==> src/rtl/bms_pkg.sv <==
package bms_pkg;

    typedef enum logic [2:0] {
        ST_IDLE = 3'd0,
        ST_ARB  = 3'd1,
        ST_ADDR = 3'd2,
        ST_DATA = 3'd3,
        ST_TERM = 3'd4
    } state_e;

    localparam logic [1:0] PSZ_32 = 2'd0;
    localparam logic [1:0] PSZ_16 = 2'd1;
    localparam logic [1:0] PSZ_8  = 2'd2;

    // Beats needed to move one request for the given port width.
    function automatic int unsigned beats_for(input logic burst,
                                              input logic [1:0] psz,
                                              input int unsigned burst_bytes);
        if (!burst) return 1;
        case (psz)
            PSZ_16:  return burst_bytes / 2;
            PSZ_8:   return burst_bytes;
            default: return burst_bytes / 4;
        endcase
    endfunction

endpackage

==> src/rtl/bms_arb.sv <==
module bms_arb (
    input  logic active,
    input  logic ext,
    input  logic grant,
    input  logic busy_in,
    output logic win,
    output logic req
);
    always_comb begin
        req = active && ext;
        win = active && !busy_in && (!ext || grant);
    end
endmodule

==> src/rtl/bms_beat.sv <==
module bms_beat #(
    parameter int CW = 4
) (
    input  logic          clk,
    input  logic          rst_n,
    input  logic          clr,
    input  logic          adv,
    input  logic [CW-1:0] last_idx,
    output logic [CW-1:0] cnt,
    output logic          at_last
);
    logic [CW-1:0] cnt_d, cnt_q;

    always_comb begin
        cnt_d = cnt_q;
        if (clr)      cnt_d = '0;
        else if (adv) cnt_d = cnt_q + 1'b1;
    end

    always_ff @(posedge clk) begin
        if (!rst_n) cnt_q <= '0;
        else        cnt_q <= cnt_d;
    end

    assign cnt     = cnt_q;
    assign at_last = (cnt_q == last_idx);
endmodule

==> src/rtl/bus_master_seq.sv <==
module bus_master_seq #(
    parameter int AW          = 32,
    parameter int DW          = 32,
    parameter int BURST_BYTES = 16
) (
    input  logic                          clk,
    input  logic                          rst_n,
    input  logic                          req_valid,
    output logic                          req_ready,
    input  logic                          req_write,
    input  logic                          req_burst,
    input  logic [AW-1:0]                 req_addr,
    input  logic [1:0]                    port_size,
    input  logic                          ext_arb,
    input  logic [DW-1:0]                 wr_data,
    output logic                          rd_valid,
    output logic [DW-1:0]                 rd_data,
    output logic                          done,
    output logic                          abort,
    output logic                          bus_req,
    input  logic                          bus_grant,
    input  logic                          bus_busy_in,
    output logic                          bus_busy_out,
    output logic                          bus_start,
    output logic [AW-1:0]                 bus_addr,
    output logic                          bus_rw,
    output logic                          bus_burst,
    output logic [$clog2(BURST_BYTES)-1:0] bus_beat,
    input  logic                          bus_ta,
    input  logic                          bus_tea,
    input  logic [DW-1:0]                 bus_din,
    output logic [DW-1:0]                 bus_dout,
    output logic                          bus_doe
);
    import bms_pkg::*;

    localparam int CW = $clog2(BURST_BYTES);

    typedef struct packed {
        state_e          st;
        logic [AW-1:0]   addr;
        logic            wr;
        logic            burst;
        logic            ext;
        logic [CW-1:0]   last;
        logic            err;
        logic            rdv;
        logic [DW-1:0]   rdd;
    } regs_t;

    regs_t r_d, r_q;

    logic          win, arb_req;
    logic          beat_clr, beat_adv, at_last;
    logic [CW-1:0] beat_cnt;
    logic          in_data;
    logic          ext_mode;

    assign in_data  = (r_q.st == ST_DATA);
    assign ext_mode = r_q.ext;

    bms_arb u_arb (
        .active  (r_q.st == ST_ARB),
        .ext     (r_q.ext),
        .grant   (bus_grant),
        .busy_in (bus_busy_in),
        .win     (win),
        .req     (arb_req)
    );

    assign beat_clr = (r_q.st == ST_ADDR);
    assign beat_adv = in_data && bus_ta && !bus_tea;

    bms_beat #(.CW(CW)) u_beat (
        .clk      (clk),
        .rst_n    (rst_n),
        .clr      (beat_clr),
        .adv      (beat_adv),
        .last_idx (r_q.last),
        .cnt      (beat_cnt),
        .at_last  (at_last)
    );

    always_comb begin
        r_d     = r_q;
        r_d.rdv = 1'b0;
        case (r_q.st)
            ST_IDLE: begin
                if (req_valid) begin
                    r_d.st    = ST_ARB;
                    r_d.addr  = req_addr;
                    r_d.wr    = req_write;
                    r_d.burst = req_burst;
                    r_d.ext   = ext_arb;
                    r_d.last  = CW'(beats_for(req_burst, port_size, BURST_BYTES) - 1);
                    r_d.err   = 1'b0;
                end
            end
            ST_ARB: begin
                if (win) r_d.st = ST_ADDR;
            end
            ST_ADDR: begin
                r_d.st = ST_DATA;
            end
            ST_DATA: begin
                if (bus_tea) begin
                    r_d.err = 1'b1;
                    r_d.st  = ST_TERM;
                end else if (bus_ta) begin
                    r_d.rdv = !r_q.wr;
                    r_d.rdd = bus_din;
                    if (at_last) r_d.st = ST_TERM;
                end
            end
            ST_TERM: begin
                r_d.st = ST_IDLE;
            end
            default: r_d.st = ST_IDLE;
        endcase
    end

    always_ff @(posedge clk) begin
        if (!rst_n) r_q <= '0;
        else        r_q <= r_d;
    end

    assign req_ready    = (r_q.st == ST_IDLE);
    assign bus_req      = arb_req;
    assign bus_start    = (r_q.st == ST_ADDR);
    assign bus_busy_out = (r_q.st == ST_ADDR) || in_data;
    assign bus_doe      = in_data && r_q.wr;
    assign bus_dout     = bus_doe ? wr_data : '0;
    assign bus_addr     = r_q.addr;
    assign bus_rw       = r_q.wr;
    assign bus_burst    = r_q.burst;
    assign bus_beat     = beat_cnt;
    assign done         = (r_q.st == ST_TERM);
    assign abort        = (r_q.st == ST_TERM) && r_q.err;
    assign rd_valid     = r_q.rdv;
    assign rd_data      = r_q.rdd;
endmodule

==> config.mk <==
export PLATFORM = sky130hd
export DESIGN_NAME = bus_master_seq
export DESIGN_NICKNAME = d
export VERILOG_FILES = /design/src/rtl/bms_pkg.sv /design/src/rtl/bms_arb.sv /design/src/rtl/bms_beat.sv /design/src/rtl/bus_master_seq.sv
export SDC_FILE = /design/constraint.sdc
export NUM_CORES = 1
export LEC_CHECK = 0
export BUFFER_PORTS_ARGS = -buffer_cell sky130_fd_sc_hd__clkbuf_2
export CAP_MARGIN = 20
export CORE_MARGIN = 1
export CORE_UTILIZATION = 44
export CTS_CLUSTER_DIAMETER = 30
export DETAILED_ROUTE_END_ITERATION = 8
export MAX_ROUTING_LAYER = met4
export PLACE_DENSITY = 0.8
export SLEW_MARGIN = 40
export SYNTH_ARGS = -nofsm -noshare
export SYNTH_HDL_FRONTEND = slang
export SYNTH_SLANG_ARGS = --single-unit
==> constraint.sdc <==
create_clock -name clk -period 2.2 [get_ports clk]
set_clock_uncertainty 0.15 [all_clocks]
set_input_delay 0.44 -clock clk [delete_from_list [all_inputs] [get_ports clk]]
set_output_delay 0.44 -clock clk [all_outputs]
set_load 0.02 [all_outputs]
# Yosys cells after proc, flatten, opt, wreduce, memory -nomap -nowiden
# Cells that the tools add are included.
op_classes:
  n_addsub: 2
  n_eq_ne: 12
  n_mux: 17
  bitwise: 4
  n_reduce_logical: 21
op_table:
  columns: ["operator", "count"]
  rows:
  - ["$mux W43", 1]
  - ["$mux W32", 1]
  - ["$mux W3", 4]
  - ["$mux W4", 3]
  - ["$pmux W3 S4", 1]
  - ["$pmux W4 S2", 1]
  - ["$logic_and A1 B1 Y1", 7]
  - ["$eq A3 B2 Y1 const B", 2]
  - ["$ne A2 B2 Y1 const B", 3]
  - ["$ne A3 B3 Y1 const B", 2]
  - ["$reduce_and A3 Y1", 2]
  - ["$mux W1", 5]
  - ["$add A4 B1 Y4 const B", 1]
  - ["$eq A4 B4 Y1", 1]
  - ["$logic_not A1 Y1", 4]
  - ["$not A1 Y1", 4]
  - ["$reduce_and A4 Y1", 1]
  - ["$reduce_or A4 Y1", 1]
  - ["$sub A4 B1 Y4 const B", 1]
  - ["$eq A3 B1 Y1 const B", 1]
  - ["$eq A3 B3 Y1 const B", 1]
  - ["$logic_not A3 Y1", 1]
  - ["$eq A2 B1 Y1 const B", 1]
  - ["$eq A2 B2 Y1 const B", 1]
  - ["other kinds (5)", 6]
word_totals:
  reg_bits: 80
  output_inout_bits: 110
  elab_cells: 66

# Depth between registers and ports, before layout
depth:
  depth_word: 9
  mapped_depth: 7
  ltp_nobuf: 5

# By module
# Synthesis repeated with hierarchy kept, for this count alone.
unflattened:
  cells_unflattened: 465
  area_unflattened_um2: 3961.3
modules_own_cells:
  columns: ["module", "n_inst", "cells_per_inst", "area_per_inst_um2"]
  rows:
  - ["bus_master_seq", 1, 440, 3706.1]
  - ["bms_beat", 1, 22, 221.5]
  - ["bms_arb", 1, 3, 33.8]

# Least setup slack after synthesis
# OpenSTA, ideal clock, no wires.
synth_timing:
  path_type: "flip-flop to output port"
  from: "register r_q[73] (netlist name)"
  to: "output abort"
  t_arrival_ps: 1435
  required_time_ps: 1610
  path_slack_ps: 175
  stages_incl_launch_ff: 4
  cell_sequence: "dfxtp_1 -> clkbuf_1 -> nor3b_1 -> and2_1"
synth_between:
  elab_chain_cells: 2
synth_lines:
  columns: ["element", "line_no", "text"]
  rows:
  - ["from (decl)", "bus_master_seq.sv:51", "regs_t r_d, r_q;"]
  - ["from (signal assigned)", "bus_master_seq.sv:124", "else r_q <= r_d;"]
  - ["$eq A3 B3 Y1", null, null]
  - ["via done", "bus_master_seq.sv:18", "output logic done,"]
  - ["$logic_and A1 B1 Y1", "bus_master_seq.sv:138", "assign abort = (r_q.st == ST_TERM) && r_q.err;"]
  - ["to (decl)", "bus_master_seq.sv:19", "output logic abort,"]
# The timed path passes the listed nets, and every way through them passes these cells.

# Worst setup path in the final report
layout_timing:
  from: "register r_q[75] (netlist name)"
  to: "output bus_dout[11]"
layout_between:
  elab_chain_cells: 3
layout_lines:
  columns: ["element", "line_no", "text"]
  rows:
  - ["$eq A3 B2 Y1", "bus_master_seq.sv:59", "assign in_data = (r_q.st == ST_DATA);"]
  - ["$logic_and A1 B1 Y1", "bus_master_seq.sv:131", "assign bus_doe = in_data && r_q.wr;"]
  - ["$mux W32", "bus_master_seq.sv:132", "assign bus_dout = bus_doe ? wr_data : '0;"]
  - ["to (decl)", "bus_master_seq.sv:32", "output logic [DW-1:0] bus_dout,"]
# No other way between the ends.

==> flow_summary.json <==
{
  "run_status": "finished clean",
  "first_pass_iters": 4,
  "peakVddDrop_uv": 279,
  "final_cells": 721,
  "cellLeakagePower_nw": 2.27,
  "cts_sinks": 78,
  "fin_crit_sh": 0.979,
  "gp_congestion": 0.813,
  "layout_common_cells": "clkbuf_2, nand2_1, dfxtp_1",
  "place_inst": 704,
  "slew_headroom": 0.589,
  "clockBufferDepth": 2,
  "tritoncts": "built",
  "drive_gt1_frac": 0.526,
  "r2r-end": "bus_addr[13]",
  "routed_wl_mm": 9.52,
  "crit_type": "reg2out",
  "nNetsFinal": 722,
  "reg2reg_from": "r_q[73]",
  "async_flop_share": 0,
  "dr.first_iter.drc_count": 108,
  "synthToLayoutAreaGrowth_pct": 27.4,
  "avgSynthCellArea_um2": 8.34,
  "dieArea_um2": 9160,
  "start_kind": "flop",
  "syn_nets": 573,
  "synth_enable_flop_cells": 0,
  "setup_violations": 0,
  "synth_area_um2": 3860,
  "holdBufCountCts": 0,
  "rows": 33,
  "tns_ns": 0,
  "crit_arrival_ns": 1.56,
  "ys_seq_elements": 78,
  "hp-class": "in2reg",
  "worst-endpoint-required_ns": 1.61,
  "antenna_left": 0,
  "io_buffers": 217,
  "cp_max_fo": 8,
  "layout_setup_ws_ns": 0.0473,
  "rsz0062_at_grt": "yes",
  "reg2regPathDepth": 6,
  "vias_per_cell": 4.72,
  "finalHoldViolCount": 0,
  "clk_pin_slew_ns": 0.08,
  "dieHeight_um": 95.7,
  "io_pins": 218,
  "tightest_slew_ns": 0.614,
  "power.density_nw_per_um2": 608,
  "place_ws_ns": 0.281,
  "drc_errors": 0,
  "grt-ovfl-total": 0,
  "ys_seq_area_frac": 0.404,
  "dpl.hpwl_mm": 6.76,
  "ff2ff_setup_slack_ns": 0.43,
  "layout_commonest_cell": "clkbuf_2",
  "finalCriticalPeriod_ns": 2.15,
  "num_vias": 3400,
  "h-tree-depth": 3,
  "synthCells": 463,
  "wl_per_cell_um": 13.2,
  "die_w_um": 95.7,
  "totalPowerFinal_mw": 2.99,
  "min-delay-start": "bus_din[22]",
  "worst_setup_path_end_kind": "output pin",
  "max_freq_mhz": 465,
  "clockRootBuffer": "clkbuf_8",
  "core_um2": 8340,
  "grt_use_total": 0.199,
  "worstHoldEndpoint": "rd_data[22]",
  "start_util": 0.463,
  "synthFlopType": "dfxtp_1",
  "hold_depth": 3,
  "slew_violations": 0,
  "cts_buffers": 9,
  "ys_types": 38,
  "antenna_found_initial": 0,
  "cap_violations": 0,
  "clk_latency_ns": 0.34,
  "antenna_cells": 0,
  "grt_pass1_wl_mm": 13.7,
  "yosysWarnings": 0,
  "grt_start_max_net_pins": 50,
  "cts_setup_buffers": 0,
  "grt_pass1_vias": 2989
}
## area by class of cell
class                      instances  area, um2
clock inverter                     3       20.0
sequential                        78       1560
clock buffer                      12        155
timing repair buffer             229       1400
multi-input combinational        291       1640
fill                             740       3420
tap                              105        131
inverter                           3       13.8
## kinds of logic (layout without fill, tap and decap cells)
group,after synthesis,after routing,synth area share
simple gates,202,202,0.255
buf+inv,94,247,0.181
compound gates,80,80,0.137
flops,78,78,0.404
xor+xnor,7,7,0.0159
fa+ha+maj,2,2,0.00648
## cells in the mapped netlist (4+ instances only)
| cell | instances | area, um2 |
|---|---|---|
| buf_2 | 7 | 35.0 |
| a21oi_1 | 41 | 205 |
| nand3_1 | 4 | 20.0 |
| dfxtp_1 | 78 | 1560 |
| and2_1 | 34 | 213 |
| nor2_1 | 7 | 26.3 |
| a21oi_2 | 30 | 263 |
| buf_6 | 4 | 45.0 |
| buf_4 | 65 | 488 |
| nand2_2 | 31 | 194 |
| and3_1 | 4 | 25.0 |
| nand2_1 | 110 | 413 |
| clkbuf_1 | 9 | 33.8 |
| xnor2_1 | 4 | 35.0 |
| o21ai_0 | 4 | 20.0 |
## worst max-delay path: stages (launching register included)
cell and delay [ns]:
dfxtp_2 0.33, nand2b_4 0.15, inv_4 0.06, and3_4 0.24
clkbuf_16 0.16, and2_1 0.15, buf_6 0.12
## flip-flops by register name (all words and copies together), names as in the netlist
signal / flops
bus_addr: 32
bus_burst: 1
bus_rw: 1
ext_mode: 1
r_q: 6
rd_data: 32
rd_valid: 1
u_beat.cnt: 4
## how the worst max path moves through the flow
stage	startpoint	to	slack, ns	cells past startpoint
after floorplan	r_q[73]	abort	0.18	3
after global placement	r_q[75]	bus_dout[23]	0.34	6
after detailed placement	r_q[75]	bus_dout[23]	0.28	6
after CTS	r_q[75]	bus_dout[23]	0.007	6
after global routing	r_q[75]	bus_dout[9]	-0.03	6
final	r_q[75]	bus_dout[11]	0.05	6
## power by group
group	internal (mW)	leakage, nW	total, mW	switching (mW)
clock network	0.464	0.0845	0.963	0.499
registers	1.48	0.635	1.51	0.0375
logic	0.211	1.55	0.517	0.307
## repair_timing
action | 4_1_cts | 5_1_grt
endpoints found under the hold margin | 0 | 0
gates cloned | 1 | 1
gates resized for setup | 25 | 54
setup endpoints to repair | 32 | 24
## metrics by stage
step / hold slack [ns] / util / cell area [um2]
6_report: 0.158 / 0.590 / 4920
5_1_grt: 0.139 / 0.590 / 4920
4_1_cts: 0.139 / 0.577 / 4810
3_5_place_dp: 0.296 / 0.540 / 4510
3_3_place_gp: 0.291 / 0.540 / 4510
2_1_floorplan: 0.287 / - / 3860
## routing by layer
metal  GRT usage  routed length (um)
met1       0.223                4000
met2       0.333                4690
met3      0.0600                 678
met4      0.0759                 155
met5           -                   0
No activity file was read; power rests on OpenSTA's default activity.
